===== config.mk =====
export PLATFORM = sky130hd
export DESIGN_NAME = slp_pwr_ctl
export DESIGN_NICKNAME = d
export VERILOG_FILES = /design/src/rtl/slp_pkg.sv /design/src/rtl/slp_mode_decode.sv /design/src/rtl/slp_wake_filter.sv /design/src/rtl/slp_start_timer.sv /design/src/rtl/slp_pwr_ctl.sv
export SDC_FILE = /design/constraint.sdc
export NUM_CORES = 1
export LEC_CHECK = 0
export ABC_AREA = 1
export BUFFER_PORTS_ARGS = -buffer_cell sky130_fd_sc_hd__buf_2
export CELL_PAD_IN_SITES_DETAIL_PLACEMENT = 0
export CELL_PAD_IN_SITES_GLOBAL_PLACEMENT = 1
export CORE_MARGIN = 1.5
export CORE_UTILIZATION = 25
export CTS_CLUSTER_DIAMETER = 30
export CTS_CLUSTER_SIZE = 25
export DETAILED_ROUTE_END_ITERATION = 6
export PLACE_DENSITY_LB_ADDON = 0.08
export SLEW_MARGIN = 5
export SYNTH_ARGS = -nofsm -noshare
export SYNTH_HDL_FRONTEND = slang
export SYNTH_SLANG_ARGS = --single-unit

===== constraint.sdc =====
create_clock -name clk -period 3.57 [get_ports clk]
set_clock_uncertainty 0.1 [all_clocks]
set_input_delay 0.1785 -clock clk [delete_from_list [all_inputs] [get_ports clk]]
set_output_delay 0.1785 -clock clk [all_outputs]
set_load 0.005 [all_outputs]

===== src/rtl/slp_pkg.sv =====
package slp_pkg;

   localparam int NUM_IRQ = 4;
   localparam int IRQ_EXT = 0;
   localparam int IRQ_RTC = 1;
   localparam int IRQ_ADC = 2;
   localparam int IRQ_IO  = 3;

   typedef struct packed {
      logic cpu;
      logic io;
      logic mem;
      logic adc;
      logic rtc;
      logic osc;
   } dom_t;

   typedef enum logic [1:0] {
      ST_RUN   = 2'd0,
      ST_SLEEP = 2'd1,
      ST_START = 2'd2
   } pstate_e;

endpackage


===== src/rtl/slp_mode_decode.sv =====
module slp_mode_decode
   import slp_pkg::*;
(
   input  logic [2:0] code,
   output dom_t       dom,
   output logic       slow_restart,
   output logic       fast_restart
);

   always_comb begin
      slow_restart = 1'b0;
      fast_restart = 1'b0;
      unique case (code)
         3'b001:  dom = '{cpu:1'b0, io:1'b0, mem:1'b0, adc:1'b1, rtc:1'b1, osc:1'b1};
         3'b010: begin
            dom = '0;
            slow_restart = 1'b1;
         end
         3'b011: begin
            dom = '{cpu:1'b0, io:1'b0, mem:1'b0, adc:1'b0, rtc:1'b1, osc:1'b0};
            slow_restart = 1'b1;
         end
         3'b110: begin
            dom = '{cpu:1'b0, io:1'b0, mem:1'b0, adc:1'b0, rtc:1'b0, osc:1'b1};
            fast_restart = 1'b1;
         end
         default: dom = '{cpu:1'b0, io:1'b1, mem:1'b1, adc:1'b1, rtc:1'b1, osc:1'b1};
      endcase
   end

endmodule


===== src/rtl/slp_wake_filter.sv =====
module slp_wake_filter
   import slp_pkg::*;
(
   input  logic [NUM_IRQ-1:0] irq,
   input  logic               rtc_on,
   input  logic               adc_on,
   input  logic               io_on,
   output logic               wake
);

   logic [NUM_IRQ-1:0] qual;

   for (genvar i = 0; i < NUM_IRQ; i++) begin : g_cls
      if (i == IRQ_EXT) begin : g_ext
         assign qual[i] = irq[i];
      end else if (i == IRQ_RTC) begin : g_rtc
         assign qual[i] = irq[i] & rtc_on;
      end else if (i == IRQ_ADC) begin : g_adc
         assign qual[i] = irq[i] & adc_on;
      end else begin : g_io
         assign qual[i] = irq[i] & io_on;
      end
   end

   assign wake = |qual;

endmodule


===== src/rtl/slp_start_timer.sv =====
module slp_start_timer #(
   parameter int CNT_W = 8
) (
   input  logic             clk,
   input  logic             rst_n,
   input  logic             load,
   input  logic [CNT_W-1:0] load_val,
   output logic             done
);

   logic [CNT_W-1:0] cnt;

   always_ff @(posedge clk or negedge rst_n) begin
      if (!rst_n)           cnt <= '0;
      else if (load)        cnt <= load_val;
      else if (cnt != '0)   cnt <= cnt - 1'b1;
   end

   assign done = (cnt == '0);

   assert_cnt_down_R12: assert property (@(posedge clk) disable iff (!rst_n)
      (!load && cnt != '0) |=> (cnt == $past(cnt) - 1'b1));

endmodule


===== src/rtl/slp_pwr_ctl.sv =====
module slp_pwr_ctl
   import slp_pkg::*;
#(
   parameter int CNT_W      = 8,
   parameter int STBY_DELAY = 6
) (
   input  logic               clk,
   input  logic               rst_n,
   input  logic [2:0]         mode_sel,
   input  logic               sleep_en,
   input  logic               sleep_cmd,
   input  logic [NUM_IRQ-1:0] irq_req,
   input  logic [CNT_W-1:0]   startup_cycles,
   output logic               en_cpu,
   output logic               en_io,
   output logic               en_mem,
   output logic               en_adc,
   output logic               en_rtc,
   output logic               en_osc,
   output logic               asleep
);

   localparam logic [CNT_W-1:0] STBY_M1 = CNT_W'(STBY_DELAY - 1);

   if (CNT_W < 3 || CNT_W > 24) begin : g_bad_width
      $error("slp_pwr_ctl: CNT_W out of range");
   end
   if (STBY_DELAY < 1 || STBY_DELAY >= (1 << CNT_W)) begin : g_bad_delay
      $error("slp_pwr_ctl: STBY_DELAY does not fit the counter");
   end

   pstate_e state;
   dom_t    dom_q, dec_dom, en;
   logic    slow_q, fast_q, dec_slow, dec_fast;
   logic    wake, need_start, tmr_load, tmr_done;
   logic [CNT_W-1:0] delay_m1;

   slp_mode_decode u_dec (
      .code         (mode_sel),
      .dom          (dec_dom),
      .slow_restart (dec_slow),
      .fast_restart (dec_fast)
   );

   slp_wake_filter u_wake (
      .irq    (irq_req),
      .rtc_on (dom_q.rtc),
      .adc_on (dom_q.adc),
      .io_on  (dom_q.io),
      .wake   (wake)
   );

   assign need_start = fast_q | (slow_q & (startup_cycles != '0));
   assign delay_m1   = fast_q ? STBY_M1 : (startup_cycles - 1'b1);
   assign tmr_load   = (state == ST_SLEEP) & wake & need_start;

   slp_start_timer #(.CNT_W(CNT_W)) u_tmr (
      .clk      (clk),
      .rst_n    (rst_n),
      .load     (tmr_load),
      .load_val (delay_m1),
      .done     (tmr_done)
   );

   always_ff @(posedge clk or negedge rst_n) begin
      if (!rst_n) begin
         state  <= ST_RUN;
         dom_q  <= '1;
         slow_q <= 1'b0;
         fast_q <= 1'b0;
      end else begin
         unique case (state)
            ST_RUN: if (sleep_cmd && sleep_en) begin
               state  <= ST_SLEEP;
               dom_q  <= dec_dom;
               slow_q <= dec_slow;
               fast_q <= dec_fast;
            end
            ST_SLEEP: if (wake) state <= need_start ? ST_START : ST_RUN;
            ST_START: if (tmr_done) state <= ST_RUN;
            default:  state <= ST_RUN;
         endcase
      end
   end

   always_comb begin
      unique case (state)
         ST_SLEEP: en = dom_q;
         ST_START: en = '{cpu:1'b0, io:1'b0, mem:1'b0, adc:1'b0, rtc:dom_q.rtc, osc:1'b1};
         default:  en = '1;
      endcase
   end

   assign en_cpu = en.cpu;
   assign en_io  = en.io;
   assign en_mem = en.mem;
   assign en_adc = en.adc;
   assign en_rtc = en.rtc;
   assign en_osc = en.osc;
   assign asleep = (state != ST_RUN);

   assert_sleep_gate_R3: assert property (@(posedge clk) disable iff (!rst_n)
      (!asleep && sleep_cmd && !sleep_en) |=> !asleep);

   assert_cpu_off_R2: assert property (@(posedge clk) disable iff (!rst_n)
      asleep |-> !en_cpu);

   assert_deep_dark_R6: assert property (@(posedge clk) disable iff (!rst_n)
      (state == ST_SLEEP && slow_q && !dom_q.rtc) |->
      !(en_cpu | en_io | en_mem | en_adc | en_rtc | en_osc));

   assert_no_false_wake_R10: assert property (@(posedge clk) disable iff (!rst_n)
      (state == ST_SLEEP && !wake) |=> (state == ST_SLEEP));

   assert_start_osc_R12: assert property (@(posedge clk) disable iff (!rst_n)
      (state == ST_START) |-> (en_osc && !en_io && !en_mem && !en_adc));

   assert_reset_on_R14: assert property (@(posedge clk)
      !rst_n |-> (en_cpu && en_io && en_mem && en_adc && en_rtc && en_osc && !asleep));

endmodule


==> flow_metrics.env, run 1 <==
export IMPL_outcome="completed"
export IMPL_h_tree_depth=1
export IMPL_ys_async_sr_fraction_pct=100
export IMPL_syn_area_mm2=0.00134
export IMPL_gr_total_overflow=0
export IMPL_hold_viol_final=0
export IMPL_cts_resized=0
export IMPL_p_clk_share_pct=11.9
export IMPL_synthTopCellsByCount="nand2_1 (42), inv_1 (39), nor2_1 (20), nand3_1 (15), o21ai_0 (14)"
export IMPL_rrSetupSlack_ps=1860
export IMPL_intPower_w=0.000652
export IMPL_grt_max_degree=18
export IMPL_finalCritPeriodShare_pct=50.4
export IMPL_synthMostInstantiatedCell="nand2_1"
export IMPL_grt_usage_pct=12.0
export IMPL_path_max_fanout=5
export IMPL_tritoncts="yes"
export IMPL_design_area_mm2=0.00158
export IMPL_drv_slew=0
export IMPL_hpwl_um=2640
export IMPL_reg2reg_depth=9
export IMPL_fmax_mhz=556
export IMPL_synth_warnings=0
export IMPL_seqPwrFrac_pct=30.5
export IMPL_syn_num_nets=218
export IMPL_firstDrtPassIters=4
export IMPL_powerDensity_mw_per_mm2=763
export IMPL_p_comb_share_pct=57.6
export IMPL_p_sw_w=0.000556
export IMPL_rows=26
export IMPL_synth_top_area_share_pct=22.4
export IMPL_slew_headroom_pct=72.8
export IMPL_met1_usage_pct=15.3
export IMPL_ys_seq_area_share_pct=32.2
export IMPL_cp_arrival_ps=1520
export IMPL_met2_usage_pct=20.7
export IMPL_die_area_mm2=0.00581
export IMPL_cts_made_buffers=3
export IMPL_die_w_um=76.2
export IMPL_ios=26
export IMPL_postCtsHoldBufs=1
export IMPL_yosysTopAreaCell="dfrtp_1"
export IMPL_vias_per_cell=4.12
export IMPL_dr_first_iter_drc_count=37
export IMPL_cts_buffer_depth=2
export IMPL_worstSetupPathType="reg2out"
export IMPL_required_ps=3290
export IMPL_min_period_ps=1800
export IMPL_p_leak_nw=0.836
export IMPL_root_buffer="clkbuf_8"
export IMPL_synth_edf_count=0
export IMPL_grt_pass1_wl_um=5620
export IMPL_route_vias_total=1190
export IMPL_tns_ps=0
export IMPL_tightestPinTransition_ps=408
export IMPL_clk_latency_ps=250
export IMPL_ys_types=27
export IMPL_drive_above_1_share_pct=23.7
export IMPL_synth_ff_type="dfrtp_1"
export IMPL_crit_path_end_kind="output port"
export IMPL_routed_wl_um=3190
export IMPL_drv_cap=0
export IMPL_top_usage_layer="met2"
export IMPL_synth_seq_cells=17
export IMPL_route_detailed_drc=0
export IMPL_dpl_cell_area_mm2=0.00153
export IMPL_postCtsSetupRepairBufs=0
export IMPL_setup_worst_path_end="en_mem"
export IMPL_grt_pass1_vias=1245
export IMPL_antenna_found_initial=0
export IMPL_gp_congestion=0.764
export IMPL_hold_path_class="in2reg"
export IMPL_ant_nets=0
export IMPL_wl_per_cell_um=11.0
export IMPL_startpoint="state[1]"
export IMPL_final_setup_viol_count=0
export IMPL_final_util_pct=30.8
export IMPL_syn_inst=191
export IMPL_clk_pin_slew_ps=70
export IMPL_syn_area_per_cell_um2=7.02
export IMPL_die_height_um=76.2
export IMPL_cp_start_kind="flop"
export IMPL_numPortBuffers=25
export IMPL_rsz0062_at_grt="no"
export IMPL_r2r_start="u_tmr.cnt[0]"
export IMPL_clock_sinks=17
export IMPL_synth_area_top_cells="dfrtp_1 (22%), nand2_1 (12%), inv_1 (11%), dfstp_2 (9.8%), ha_1 (7.5%)"
export IMPL_ir_worst_vdd_mv=0.301
export IMPL_core_mm2=0.00514
export IMPL_r2r_end="state[1]"
export IMPL_grtUsageMet3_pct=1.92
export IMPL_finish_net_count=247
export IMPL_antenna_cells=0
export IMPL_start_util_pct=26.1
export IMPL_area_growth_pct=18.0
export IMPL_power_switching_share_pct=46.1
cells in the final DEF, fill, tap and decap left out, types with 3 or more instances in the layout:
master	synthesis	layout
buf_2	0	25
nand4_1	4	4
nand2_1	42	42
dfrtp_1	12	12
xor2_1	3	3
o21ai_0	14	14
ha_1	8	8
clkbuf_8	0	3
inv_1	39	39
dfstp_2	5	5
o21ai_2	4	4
nor2_1	20	20
nand3_1	15	15
nand2_2	3	3
nor2_2	4	4
power by group through the flow:
stage / registers [W] / clock network (W) / logic (W)
after floorplan: 0.000356 / 0 / 0.000543
final: 0.000368 / 0.000144 / 0.000696
after detailed placement: 0.000373 / 0 / 0.000706
after global routing: 0.000383 / 0.000166 / 0.000809
after CTS: 0.000370 / 0.000153 / 0.000711
after global placement: 0.000374 / 0 / 0.000707
layer usage:
layer / routed length, µm / up-vias
met5: 0 / -
met4: 23 / 0
met3: 64 / 2
met2: 1480 / 10
met1: 1610 / 529
li1: - / 649
worst min path at each step:
stage | from | to | cells after the start
after floorplan | rst_n | fast_q | 0
after global placement | rst_n | fast_q | 1
after detailed placement | rst_n | fast_q | 1
after CTS | mode_sel[1] | fast_q | 3
after global routing | mode_sel[1] | fast_q | 3
final | mode_sel[1] | fast_q | 3
critical path, stage by stage (launching register included):
cell and delay [ps]:
dfrtp_1 400, inv_1 110, ha_1 250, inv_1 120, o21ai_0 240, buf_2 160
registers in the layout, summed over array words and instances (netlist names):
name / count
dom_q: 5
state: 2
u_tmr.cnt: 8
slow_q: 1
fast_q: 1
final cells by class:
| type | instances | area [µm²] |
|---|---|---|
| Tap cell | 70 | 87.6 |
| Timing Repair Buffer | 26 | 135 |
| Clock inverter | 1 | 5.00 |
| Multi-Input combinational cell | 132 | 732 |
| Clock buffer | 3 | 41.3 |
| Inverter | 40 | 150 |
| Sequential cell | 17 | 432 |
| Fill cell | 611 | 3560 |
stage by stage:
step	total power (W)	cells	hold slack, ps	worst slack, ps
floorplan	0.000899	191	-217	2080
global placement	0.00108	284	39.6	1870
detailed placement	0.00108	284	40.4	1850
CTS	0.00123	289	95.2	1740
global route	0.00136	289	109	1620
finish	0.00121	289	96.9	1770
cell families after synthesis:
family | share of synthesized area, %
adders and majority gates | 7.46
DFF | 32.2
xor gates and xnor gates | 2.61
AOI/OAI and AO/OA | 10.8
and+or+nand+nor | 33.7
buffers and inverters | 13.2
No activity file was read; power rests on OpenSTA's default activity.
==> run 2, diff against run 1 <==
--- a/config.mk
+++ b/config.mk
@@ -5,7 +5,7 @@
 export SDC_FILE = /design/constraint.sdc
 export NUM_CORES = 1
 export LEC_CHECK = 0
-export ABC_AREA = 1
+export ABC_AREA = 0
 export BUFFER_PORTS_ARGS = -buffer_cell sky130_fd_sc_hd__buf_2
 export CELL_PAD_IN_SITES_DETAIL_PLACEMENT = 0
 export CELL_PAD_IN_SITES_GLOBAL_PLACEMENT = 1
==> constraint.sdc (replaced) <==
create_clock -name clk -period 1.6 [get_ports clk]
set_clock_uncertainty 0.1 [all_clocks]
set_input_delay 0.08 -clock clk [delete_from_list [all_inputs] [get_ports clk]]
set_output_delay 0.08 -clock clk [all_outputs]
set_load 0.005 [all_outputs]
==> flow_metrics.env, run 2 <==
export IMPL_min_from="mode_sel[1]"
export IMPL_clk_latency_ps=250
export IMPL_grt_max_degree=18
export IMPL_setup_worst_path_end="state[0]"
export IMPL_reg_top3="u_tmr.cnt (8), dom_q (5), state (2)"
export IMPL_ios=26
export IMPL_synth_edf_count=0
export IMPL_numPortBuffers=25
export IMPL_area_growth_pct=48.4
export IMPL_syn_num_nets=159
export IMPL_cp_arrival_ps=1760
export IMPL_route_vias_total=1105
export IMPL_clock_sinks=17
export IMPL_antenna_cells=0
export IMPL_p_comb_share_pct=64.0
export IMPL_antenna_found_initial=0
export IMPL_die_w_um=73.6
export IMPL_violations="negative setup slack"
export IMPL_synth_top_area_share_pct=24.1
export IMPL_rows=25
export IMPL_start_util_pct=26.2
export IMPL_reg2reg_depth=6
export IMPL_cts_buffer_depth=2
export IMPL_tightestPinTransition_ps=400
export IMPL_crit_path_end_kind="flop"
export IMPL_cts_made_buffers=3
export IMPL_firstDrtPassIters=4
export IMPL_layout_commonest_cell="buf_2"
export IMPL_core_mm2=0.00475
export IMPL_drv_slew=0
export IMPL_ys_types=42
export IMPL_p_sw_w=0.00129
export IMPL_final_setup_viol_count=3
export IMPL_critPathSlowestCell="dfrtp_1"
export IMPL_synth_area_top_cells="dfrtp_1 (24%), dfstp_2 (11%), ha_1 (8.0%), mux2i_1 (7.2%), a21oi_1 (4.4%)"
export IMPL_r2r_start="u_tmr.cnt[0]"
export IMPL_powerDensity_mw_per_mm2=1780
export IMPL_cp_start_kind="flop"
export IMPL_p_clk_share_pct=9.8
export IMPL_dr_first_iter_drc_count=27
export IMPL_synth_seq_cells=17
export IMPL_die_area_mm2=0.00542
export IMPL_wl_per_cell_um=12.8
export IMPL_vias_per_cell=4.37
export IMPL_drv_cap=0
export IMPL_finalCritPeriodShare_pct=107
export IMPL_tritoncts="yes"
export IMPL_clk_pin_slew_ps=70
export IMPL_hpwl_um=2570
export IMPL_seqPwrFrac_pct=26.1
export IMPL_critical_path_cell_chain="inv_2 -> ha_1 -> nor3b_4 -> nand2_2 -> a221o_1 -> mux2_4"
export IMPL_yosysTopAreaCell="dfrtp_1"
export IMPL_intPower_w=0.00201
export IMPL_gp_congestion=0.734
export IMPL_syn_area_mm2=0.00125
export IMPL_p_leak_nw=0.885
export IMPL_routed_wl_um=3240
export IMPL_synthMostInstantiatedCell="dfrtp_1"
export IMPL_min_period_ps=1720
export IMPL_root_buffer="clkbuf_8"
export IMPL_largest_reg_flops=8
export IMPL_fmax_mhz=581
export IMPL_ant_nets=0
export IMPL_drive_above_1_share_pct=50.0
export IMPL_finish_net_count=214
export IMPL_synth_warnings=0
export IMPL_grt_pass1_vias=1163
export IMPL_outcome="finished with violations"
export IMPL_ys_seq_area_share_pct=34.6
export IMPL_synth_ff_type="dfrtp_1"
export IMPL_worstSetupPathType="reg2reg"
export IMPL_syn_area_per_cell_um2=9.45
export IMPL_route_detailed_drc=0
export IMPL_place_ws_ps=-114
export IMPL_syn_inst=132
export IMPL_hold_viol_final=0
export IMPL_power_switching_share_pct=39.1
export IMPL_grt_pass1_wl_um=5380
export IMPL_ys_async_sr_fraction_pct=100
export IMPL_die_height_um=73.6
export IMPL_grt_usage_pct=13.2
export IMPL_finalWorstSetupSlack_ps=-120
export IMPL_final_cell_mix="buf_2 (25), buf_4 (23), dfrtp_1 (12)"
export IMPL_path_max_fanout=2
export IMPL_startpoint="u_tmr.cnt[0]"
export IMPL_hold_path_class="in2reg"
export IMPL_power_w=0.00330
export IMPL_slew_headroom_pct=73.4
export IMPL_required_ps=1640
export IMPL_h_tree_depth=1
export IMPL_rrSetupSlack_ps=-120
export IMPL_synthTopCellsByCount="dfrtp_1 (12), a21oi_1 (11), inv_1 (11), nand2_1 (11)"
export IMPL_r2r_end="state[0]"
export IMPL_top_register="u_tmr.cnt"
export IMPL_rsz0062_at_grt="yes"
export IMPL_gr_total_overflow=0
export IMPL_ir_worst_vdd_mv=0.678
export IMPL_max_stage_delay_ps=400
[run 2: logic make-up (layout without fill, tap and decap cells)]
kind of cell             after synthesis  after routing  synth area share [%]
XOR/XNOR                               5              5                  3.51
buffers and inverters                 15             69                  4.81
AO/OA/AOI/OAI                         30             30                  16.1
flip-flops                            17             17                  34.6
adder cells (fa/ha/maj)                8              8                  8.02
multiplexers                          13             13                  11.7
AND/OR/NAND/NOR                       44             44                  21.2
[run 2: power groups by stage]
stage	sequential [W]	clock [W]	combinational [W]
floorplan	0.000858	0	0.00104
global placement	0.000849	0	0.00175
detailed placement	0.000851	0	0.00177
CTS	0.000845	0.000340	0.00190
global route	0.000896	0.000360	0.00233
finish	0.000860	0.000325	0.00211
[run 2: area by class of cell]
cell class / instances / area, µm²
flip-flops and latches: 17 / 432
inverters: 11 / 41.3
multi-input cells: 100 / 883
clock buffers: 4 / 45.0
well taps: 67 / 83.8
repair buffers: 54 / 367
fillers: 502 / 2900
[run 2: repair_timing]
action / in CTS / in global routing
hold endpoints to repair: 18 / 0
hold buffers: 2 / 0
pin swaps: 1 / 5
setup buffers: 3 / 2
endpoints found under the setup margin: 14 / 15
resized for setup: 12 / 20
[run 2: layer usage]
layer | wire length [µm] | global-route usage (%)
met5 | 0 | 0
met2 | 1700 | 23.1
met3 | 78 | 2.06
met4 | 21 | 3.09
met1 | 1440 | 16.8
[run 2: worst min-delay path by stage]
stage | endpoint | slack [ps] | cells after the start
2_1_floorplan | fast_q | -320 | 0
4_1_cts | dom_q[2] | 20 | 4
3_3_place_gp | fast_q | -60 | 1
5_1_grt | dom_q[2] | 60 | 4
6_report | dom_q[2] | 30 | 4
3_5_place_dp | fast_q | -60 | 1
[run 2: per-stage QoR]
step | instances | utilization (%) | cell area, µm² | TNS (ps) | hold WS, ps
2_1_floorplan | 132 | - | 1260 | -269 | -316
3_3_place_gp | 244 | 34.3 | 1630 | -132 | -57.1
3_5_place_dp | 244 | 34.3 | 1630 | -195 | -63.7
4_1_cts | 253 | 37.1 | 1760 | -405 | 20.3
5_1_grt | 253 | 38.9 | 1850 | -694 | 61.6
6_report | 253 | 38.9 | 1850 | -155 | 33.6
[run 2: worst max-delay path, delay by kind of cell, from the launching register on]
kind | cells | cell delay [ps]
muxes | 1 | 300
DFF | 1 | 400
and+or+nand+nor | 2 | 270
adders and majority gates | 1 | 130
AOI/OAI and AO/OA | 1 | 340
buffers and inverters | 1 | 70
==> run 3, diff against run 2 <==
--- a/config.mk
+++ b/config.mk
@@ -11,6 +11,7 @@
 export CELL_PAD_IN_SITES_GLOBAL_PLACEMENT = 1
 export CORE_MARGIN = 1.5
 export CORE_UTILIZATION = 25
+export CTS_BUF_LIST = sky130_fd_sc_hd__clkbuf_16
 export CTS_CLUSTER_DIAMETER = 30
 export CTS_CLUSTER_SIZE = 25
 export DETAILED_ROUTE_END_ITERATION = 6
==> flow_metrics.env, run 3 (same netlist as run 2, synthesis figures left out) <==
export IMPL_outcome="finished with violations"
export IMPL_violations="negative setup slack"
export IMPL_drive_above_1_share_pct=51.6
export IMPL_top_register="u_tmr.cnt"
export IMPL_rows=25
export IMPL_ios=26
export IMPL_antenna_cells=0
export IMPL_ant_nets=0
export IMPL_rsz0062_at_grt="yes"
export IMPL_clock_sinks=17
export IMPL_hpwl_um=2570
export IMPL_ir_worst_vdd_mv=0.666
export IMPL_tritoncts="yes"
export IMPL_power_w=0.00347
export IMPL_tightestPinTransition_ps=399
export IMPL_antenna_found_initial=0
export IMPL_route_detailed_drc=0
export IMPL_p_comb_share_pct=60.8
export IMPL_hold_path_class="in2reg"
export IMPL_grt_usage_pct=12.9
export IMPL_rrSetupSlack_ps=-140
export IMPL_numPortBuffers=25
export IMPL_drv_slew=0
export IMPL_routed_wl_um=3180
export IMPL_hold_path_depth=3
export IMPL_die_area_mm2=0.00542
export IMPL_min_period_ps=1740
export IMPL_start_util_pct=26.2
export IMPL_grt_max_degree=18
export IMPL_fmax_mhz=574
export IMPL_clk_pin_slew_ps=50
export IMPL_layout_commonest_cell="buf_2"
export IMPL_h_tree_depth=1
export IMPL_hold_end="fast_q"
export IMPL_power_switching_share_pct=37.6
export IMPL_final_setup_viol_count=4
export IMPL_grt_pass1_vias=1154
export IMPL_slew_headroom_pct=73.4
export IMPL_area_growth_pct=52.1
export IMPL_reg2reg_depth=6
export IMPL_cts_made_buffers=3
export IMPL_largest_reg_flops=8
export IMPL_p_clk_share_pct=14.4
export IMPL_gp_congestion=0.734
export IMPL_powerDensity_mw_per_mm2=1830
export IMPL_required_ps=1630
export IMPL_cts_buffer_depth=2
export IMPL_clk_latency_ps=250
export IMPL_finalCritPeriodShare_pct=109
export IMPL_dr_first_iter_drc_count=21
export IMPL_finalWorstSetupSlack_ps=-141
export IMPL_intPower_w=0.00216
export IMPL_wl_per_cell_um=12.6
export IMPL_r2r_end="state[0]"
export IMPL_finish_net_count=214
export IMPL_reg_top3="u_tmr.cnt (8), dom_q (5), state (2)"
export IMPL_firstDrtPassIters=3
export IMPL_die_w_um=73.6
export IMPL_hold_slack_ps=2.15
export IMPL_cp_start_kind="flop"
export IMPL_vias_per_cell=4.35
export IMPL_core_mm2=0.00475
export IMPL_path_max_fanout=2
export IMPL_p_leak_nw=0.909
export IMPL_seqPwrFrac_pct=24.7
export IMPL_p_sw_w=0.00130
export IMPL_grt_pass1_wl_um=5300
export IMPL_die_height_um=73.6
export IMPL_crit_path_end_kind="flop"
export IMPL_worstSetupPathType="reg2reg"
export IMPL_final_cell_mix="buf_2 (25), buf_4 (23), dfrtp_1 (12)"
export IMPL_route_vias_total=1101
export IMPL_min_from="mode_sel[2]"
export IMPL_r2r_start="u_tmr.cnt[1]"
export IMPL_hold_viol_final=0
export IMPL_drv_cap=0
export IMPL_root_buffer="clkbuf_16"
export IMPL_gr_total_overflow=0
export IMPL_cp_arrival_ps=1770
run 3: stage by stage:
stage	TNS [ps]	worst slack (ps)	cell area [µm²]	utilization (%)	cells
3_3_place_gp	-132	-85.4	1630	34.3	244
6_report	-300	-141	1900	39.9	253
2_1_floorplan	-269	-215	1260	-	132
5_1_grt	-870	-208	1900	39.9	253
4_1_cts	-301	-118	1770	37.1	251
3_5_place_dp	-195	-114	1630	34.3	244
run 3: critical path, cell delays in order, from the launching register on:
cell and delay (ps):
dfrtp_1 380, inv_2 80, ha_4 120, nor3b_4 190
nand2_2 90, a221o_1 360, mux2_4 300
run 3: what timing repair did:
action                                  4_1_cts  5_1_grt
hold buffers                                  1        0
resized for setup                             8       27
buffers inserted                              2        3
pin swaps                                     1        4
endpoints found under the hold margin        17        0
endpoints found under the setup margin       13       21
run 3: worst max-delay path by stage:
stage            startpoint        to  slack [ps]  cells after the start
6_report       u_tmr.cnt[1]  state[0]        -140                      6
3_3_place_gp   u_tmr.cnt[0]  state[0]         -90                      6
4_1_cts        u_tmr.cnt[0]  state[0]        -120                      6
2_1_floorplan  u_tmr.cnt[0]  state[0]        -210                      6
3_5_place_dp   u_tmr.cnt[0]  state[0]        -110                      6
5_1_grt        u_tmr.cnt[1]  state[0]        -210                      6
run 3: layout make-up:
type | instances | area (µm²)
multi-input cells | 100 | 897
inverters | 11 | 41.3
fillers | 499 | 2860
flip-flops and latches | 17 | 432
clock inverters | 1 | 3.75
well taps | 67 | 83.8
clock buffers | 3 | 75.1
repair buffers | 54 | 364
run 3: metal layers:
| metal | track usage (%) | part of all wire [%] |
|---|---|---|
| met5 | 0 | 0 |
| met4 | 2.47 | 0.47 |
| met2 | 22.3 | 51 |
| met3 | 2.47 | 1.8 |
| met1 | 16.8 | 47 |
run 3: power by group through the flow:
| stage | Clock [W] | Combinational, W | Sequential (W) |
|---|---|---|---|
| after floorplan | 0 | 0.00104 | 0.000858 |
| after global placement | 0 | 0.00175 | 0.000849 |
| after detailed placement | 0 | 0.00177 | 0.000851 |
| after CTS | 0.000507 | 0.00186 | 0.000842 |
| after global routing | 0.000538 | 0.00233 | 0.000895 |
| final | 0.000500 | 0.00211 | 0.000857 |
